### config.mk
export PLATFORM = sky130hd
export DESIGN_NAME = hash_gen
export DESIGN_NICKNAME = d
export VERILOG_FILES = /design/src/rtl/hash_gen_pkg.sv /design/src/rtl/hash_gen_ctrl.sv /design/src/rtl/hash_gen_dp.sv /design/src/rtl/hash_gen.sv
export SDC_FILE = /design/constraint.sdc
export NUM_CORES = 2
export LEC_CHECK = 0
export ABC_AREA = 1
export CAP_MARGIN = 20
export CORE_AREA = 2 2 456 413
export DETAILED_ROUTE_END_ITERATION = 8
export DIE_AREA = 0 0 458 415
export SLEW_MARGIN = 20
export SYNTH_ARGS = -nofsm -noshare
export SYNTH_HDL_FRONTEND = slang
export SYNTH_SLANG_ARGS = --single-unit
### constraint.sdc
create_clock -name clk -period 6.2 [get_ports clk]
set_input_delay 1.86 -clock clk [delete_from_list [all_inputs] [get_ports clk]]
set_output_delay 1.86 -clock clk [all_outputs]
set_load 0.02 [all_outputs]
### src/rtl/hash_gen_pkg.sv
package hash_gen_pkg;
  // strobes from control to datapath
  typedef struct packed {
    logic capture;  // register new hash results
    logic load;     // store one constant
  } hgStrobe_t;
endpackage

### src/rtl/hash_gen_ctrl.sv
module hash_gen_ctrl
  import hash_gen_pkg::*;
(
  input  logic      clk,
  input  logic      rst,
  input  logic      inValid,
  input  logic      cfgWe,
  output hgStrobe_t strobe,
  output logic      outValid
);
  always_comb begin
    strobe.capture = inValid;
    strobe.load    = cfgWe;
  end

  always_ff @(posedge clk) begin
    if (rst) outValid <= 1'b0;
    else     outValid <= inValid;
  end
endmodule

### src/rtl/hash_gen_dp.sv
module hash_gen_dp
  import hash_gen_pkg::*;
#(
  parameter int IN_BITS     = 32,
  parameter int ADDR_W      = 8,
  parameter int NUM_HASH    = 4,
  parameter int PREFIX_BITS = 16,
  parameter int HASH_IDX_W  = 2,
  parameter int BIT_IDX_W   = 5
)(
  input  logic                       clk,
  input  logic                       rst,
  input  hgStrobe_t                  strobe,
  input  logic [IN_BITS-1:0]         inWord,
  input  logic [HASH_IDX_W-1:0]      cfgHash,
  input  logic [BIT_IDX_W-1:0]       cfgBit,
  input  logic [ADDR_W-1:0]          cfgData,
  output logic [NUM_HASH*ADDR_W-1:0] hashFull,
  output logic [NUM_HASH*ADDR_W-1:0] hashPrefix
);
  logic [ADDR_W-1:0] constTab [NUM_HASH][IN_BITS];
  logic [ADDR_W-1:0] partial  [NUM_HASH][IN_BITS+1];
  logic [ADDR_W-1:0] fullQ    [NUM_HASH];
  logic [ADDR_W-1:0] prefixQ  [NUM_HASH];

  for (genvar h = 0; h < NUM_HASH; h++) begin : g_hash
    // constant storage, one register per (hash, bit)
    for (genvar b = 0; b < IN_BITS; b++) begin : g_const
      always_ff @(posedge clk) begin
        if (rst)
          constTab[h][b] <= '0;
        else if (strobe.load && cfgHash == HASH_IDX_W'(h) && cfgBit == BIT_IDX_W'(b))
          constTab[h][b] <= cfgData;
      end
    end

    // cumulative fold: each stage adds one bit's contribution
    assign partial[h][0] = '0;
    for (genvar b = 0; b < IN_BITS; b++) begin : g_chain
      assign partial[h][b+1] = partial[h][b] ^ (constTab[h][b] & {ADDR_W{inWord[b]}});
    end

    always_ff @(posedge clk) begin
      if (rst) begin
        fullQ[h]   <= '0;
        prefixQ[h] <= '0;
      end else if (strobe.capture) begin
        fullQ[h]   <= partial[h][IN_BITS];
        prefixQ[h] <= partial[h][PREFIX_BITS];
      end
    end

    assign hashFull[h*ADDR_W +: ADDR_W]   = fullQ[h];
    assign hashPrefix[h*ADDR_W +: ADDR_W] = prefixQ[h];
  end
endmodule

### src/rtl/hash_gen.sv
module hash_gen
  import hash_gen_pkg::*;
#(
  parameter int IN_BITS       = 32,
  parameter int ADDR_W        = 8,
  parameter int NUM_HASH      = 4,
  parameter int PREFIX_BITS   = 16,
  localparam int HASH_IDX_W   = (NUM_HASH > 1) ? $clog2(NUM_HASH) : 1,
  localparam int BIT_IDX_W    = (IN_BITS > 1) ? $clog2(IN_BITS) : 1,
  localparam int OUT_W        = NUM_HASH * ADDR_W
)(
  input  logic                  clk,
  input  logic                  rst,
  input  logic                  inValid,
  input  logic [IN_BITS-1:0]    inWord,
  input  logic                  cfgWe,
  input  logic [HASH_IDX_W-1:0] cfgHash,
  input  logic [BIT_IDX_W-1:0]  cfgBit,
  input  logic [ADDR_W-1:0]     cfgData,
  output logic                  outValid,
  output logic [OUT_W-1:0]      hashFull,
  output logic [OUT_W-1:0]      hashPrefix
);
  hgStrobe_t strobe;

  hash_gen_ctrl u_ctrl (
    .clk      (clk),
    .rst      (rst),
    .inValid  (inValid),
    .cfgWe    (cfgWe),
    .strobe   (strobe),
    .outValid (outValid)
  );

  hash_gen_dp #(
    .IN_BITS     (IN_BITS),
    .ADDR_W      (ADDR_W),
    .NUM_HASH    (NUM_HASH),
    .PREFIX_BITS (PREFIX_BITS),
    .HASH_IDX_W  (HASH_IDX_W),
    .BIT_IDX_W   (BIT_IDX_W)
  ) u_dp (
    .clk        (clk),
    .rst        (rst),
    .strobe     (strobe),
    .inWord     (inWord),
    .cfgHash    (cfgHash),
    .cfgBit     (cfgBit),
    .cfgData    (cfgData),
    .hashFull   (hashFull),
    .hashPrefix (hashPrefix)
  );
endmodule

; ---- Yosys cells after proc, flatten, opt, wreduce, memory -nomap -nowiden
; Memory sizes are Yosys's and may differ from the RTL's.
; Index checks and enable logic that the tools add are counted.
; W data, S select, Z words.
[totals]
mem_bits_rw = 1088
latch_bits = 0
elab_cells = 1085
register_bits = 1
mem_bits_ro = 0
in_bits = 51
out_inout_bits = 65
memories = 3
[op_classes]
div_mod_pow = 0
n_eq_ne = 34
n_lt_le_gt_ge = 0
multipliers = 0
reduce_logical = 134
n_shift = 0
n_bitwise = 388
muxes = 525
n_addsub = 0
[memory_table]
columns = memory, depth, word_bits, rd, rd_clocked_by_memory_dff, wr, line
row1 = u_dp.constTab, 4, 256, 4, 0, 4, hash_gen_dp.sv:21  ; logic [ADDR_W-1:0] constTab [NUM_HASH][IN_BITS];
row2 = u_dp.fullQ, 4, 8, 4, 0, 4, hash_gen_dp.sv:23  ; logic [ADDR_W-1:0] fullQ [NUM_HASH];
row3 = u_dp.prefixQ, 4, 8, 4, 0, 4, hash_gen_dp.sv:24  ; logic [ADDR_W-1:0] prefixQ [NUM_HASH];
[ops]
columns = op, count
row1 = $mux W8, 136
row2 = $and A8 B8 Y8, 128
row3 = $xor A8 B8 Y8, 124
row4 = $mux W1, 389
row5 = $or A1 B1 Y1, 136
row6 = $logic_and A1 B1 Y1, 132
row7 = $eq A5 B5 Y1 const B, 16
row8 = $eq A5 B4 Y1 const B, 8
row9 = $eq A5 B3 Y1 const B, 4
row10 = $eq A5 B2 Y1 const B, 2
row11 = $eq A5 B1 Y1 const B, 1
row12 = $logic_not A5 Y1, 1
row13 = $eq A2 B2 Y1 const B, 2
row14 = $eq A2 B1 Y1 const B, 1
row15 = $logic_not A2 Y1, 1

; ---- Longest topological paths before layout
; An unclocked memory read counts as a cell.
[depth]
word_depth = 34
mapped_depth = 20
ltp_nobuf = 18

; ---- By module
; From an unflattened synthesis, not the netlist that was laid out.
[unflattened]
hier_cells = 6004
hier_area_um2 = 56339.0
[modules_own_cells]
columns = mod, seq_area_each_um2, cells_each, area_per_inst_um2, n_inst
row1 = hash_gen_dp, 32671.3, 5999, 56294.0, 1
row2 = hash_gen_ctrl, 20.0, 5, 45.0, 1

; ---- Worst setup path before layout
; Ideal clock, no wire load.
[synth_timing]
path_kind = input port to flip-flop
from = input port rst
to = memory u_dp.fullQ[0][0], enable pin
path_stages = 4
slack_ns = 1.967
arrival_time_ns = 3.543
setup_time_ns = 0.690
required_ns = 5.510
n_path_buf = 2
path_cell_list = inv_1 -> clkbuf_1 -> buf_1 -> nand2_1
[synth_lines]
columns = element, line
row1 = start: declaration, hash_gen.sv:13  ; input logic rst,
row2 = end: declaration, hash_gen_dp.sv:23

==> summary.txt <==
status: completed
hold buffers post-CTS: 0
period utilisation layout: 71.9%
Layout area overhead: 15.0%
pin count of the biggest net entering global routing: 88
Clk Latency, worst-skew pair: 0.75 ns
critical path arrival: 4.94 ns
LEAKAGE: 24.8 nW
Starting Density: 29.8%
Final nets: 5,930
Syn Area/Cell: 9.66 sq um
Worst Tran Pin Value: 1.09 ns
Cells after Synth: 5,719
Vias: 40,253
layout cells sized above 1: 7.06%
Max-Cap Viols: 0
peak fanout along the critical path: 14
fin util: 34.3%
CTS max path bufs: 3
H-tree depth: 3
Async SR Flop Fraction: 0%
die height: 415 um
count leader, synth: nand2_1
syn nets: 5,770
Hold Path Class: flop to flop
Worst slew margin: 27.3%
clk slew on worst S/H paths: 0.06 ns
YS warnings: 0
startpoint types: input port
DP HPWL: 118 mm
critical setup path kind: input port to flop
crit path capture type: flop
WP data required: 6.68 ns
Final WS setup: 1.75 ns
post-route cell area: 63,500 sq um
total routed wirelength: 172 mm
Synth Register Bits: 1,089
CTS Sinks: 1,089
total power: 19.0 mW
Post-Syn Area: 55,200 sq um
TritonCTS Buffers: 113
chip width: 458 um
post-route minimum period: 4.45 ns
Setup Buffers After CTS: 0
fill count: 18,687
fmax: 224 MHz
placed inst area: 59,800 sq um
vias per inst: 4.79
dpl ws: 1.04 ns
setup repair after global routing missed its margin: false
# resized after CTS: 0
power per cell area: 299 nW/um^2
Synth top cells by count: nand2_1, nor2_1, edfxtp_1
final slew viol count: 0
routability cong.: 0.903
row cnt: 150
EDFF count, synth: 1,088
first drt pass iteration count: 6
clk_skew: 0.0320 ns
vias in the first global route: 38,656
1st-iter DRT viols: 4,595
grt total ovfl: 0
Yosys top cell by area: edfxtp_1
WL/cell: 20.5 um
port bufs: 115
Total Neg Setup Slack: 0 ns
GRT Total Usage: 17.7%
core area: 185,000 sq um
CTS tree: built
die area: 190,000 sq um
Seq/Total Area, Yosys: 59.2%
ANT nets after route: 0
IO Pins: 116
final hold violations: 0
Final Setup Violations: 0
DRC violations left: 0
global-route wire length before repair: 252 mm
peak supply drop: 220 uV
Top FF cell, synth: edfxtp_1
CTS root buf: clkbuf_16
Synth top area share: 59.2%
synth unique cells: 30
synth top area cells: edfxtp_1, nand2_1, xnor2_1, nor2_1, xor2_1
antenna violations before repair: 10
==> path summary, 6_finish.rpt <==
check                                         to  slack (ns)                                start  cells past startpoint
hold reg to reg   u_dp.fullQ[0][2]$_SDFFCE_PN0P_        0.73    u_dp.constTab[0][2]$_SDFFCE_PN0P_                      4
hold / removal    u_dp.fullQ[0][2]$_SDFFCE_PN0P_        0.73    u_dp.constTab[0][2]$_SDFFCE_PN0P_                      4
setup reg to reg  u_dp.fullQ[0][4]$_SDFFCE_PN0P_        3.82  u_dp.constTab[0][228]$_SDFFCE_PN0P_                      9
setup / recovery  u_dp.fullQ[0][4]$_SDFFCE_PN0P_        1.75                           inWord[14]                     10
==> sequential cells by signal (all words and copies together) (netlist names) <==
signal           cells
u_dp.constTab     1024
u_dp.fullQ          32
u_dp.prefixQ        32
u_ctrl.outValid      1
==> per-layer routing <==
layer	part of all wire, %	wire length, um	GRT usage [%]	vias to the layer above
li1	-	-	-	18687
met1	43	74000	24.8	19594
met2	45	77300	27.6	1720
met3	9.0	15500	3.33	248
met4	3.1	5400	5.64	4
met5	0.016	27	0	-
==> power by group <==
| group | total, mW | internal [mW] | switching [mW] | leakage (nW) |
|---|---|---|---|---|
| registers | 8.70 | 8.53 | 0.166 | 10.4 |
| clock network | 6.91 | 3.89 | 3.02 | 1.78 |
| logic | 3.40 | 1.11 | 2.28 | 12.6 |
| total | 19.0 | 13.5 | 5.47 | 24.8 |
==> critical path, stage by stage <==
cell and delay [ns]:
clkdlybuf4s50_1 1.15, buf_4 0.38, nand2_1 0.10, xor2_1 0.18, xnor2_1 0.66, nand3_1 0.19
nand2_1 0.13, nand2_1 0.07, a21oi_1 0.13, nor2_1 0.06
==> metrics by stage <==
step           hold slack, ns  cells
2_1_floorplan           0.627   5719
3_3_place_gp            0.682   8194
3_5_place_dp            0.714   8196
4_1_cts                 0.739   8408
5_1_grt                 0.766   8410
6_report                0.727   8411
==> cell type report <==
class | instances | area, sq um | area share [%]
clock buffers | 135 | 2910 | 4.58
diodes | 3 | 7.51 | 0.0118
inverters | 295 | 1150 | 1.82
clock inverters | 77 | 749 | 1.18
multi-input cells | 4052 | 20100 | 31.6
repair buffers | 328 | 2870 | 4.52
well taps | 2432 | 3040 | 4.79
flip-flops and latches | 1089 | 32700 | 51.5
==> cell families (layout without fill, tap and decap cells) <==
kind of cell              after synthesis  count (layout)  share of synthesized area (%)
xor gates and xnor gates              772             772                           12.5
DFF                                  1089            1089                           59.2
AOI/OAI and AO/OA                     165             165                           1.51
buffers and inverters                 578             835                           4.51
other                                   0               3                              0
and+or+nand+nor                      3115            3115                           22.2
==> placed cells by master (no fill, tap or decap), types with 5 or more instances in the layout <==
cell type	count
nand4_1	12
nand3_1	265
nand2_2	5
xor2_1	268
a21oi_1	32
clkbuf_16	113
nor2_1	1121
clkbuf_1	22
nand2_1	1645
clkinvlp_4	7
buf_2	7
clkinv_1	29
clkdlybuf4s50_1	109
xnor2_2	13
xnor2_1	485
buf_12	12
inv_6	14
inv_1	284
o21ai_0	114
edfxtp_1	1088
clkinv_2	21
buf_4	200
o21ai_1	16
bufinv_16	13
or2_1	5
nand3b_1	47
(Power assumes the default switching activity.)
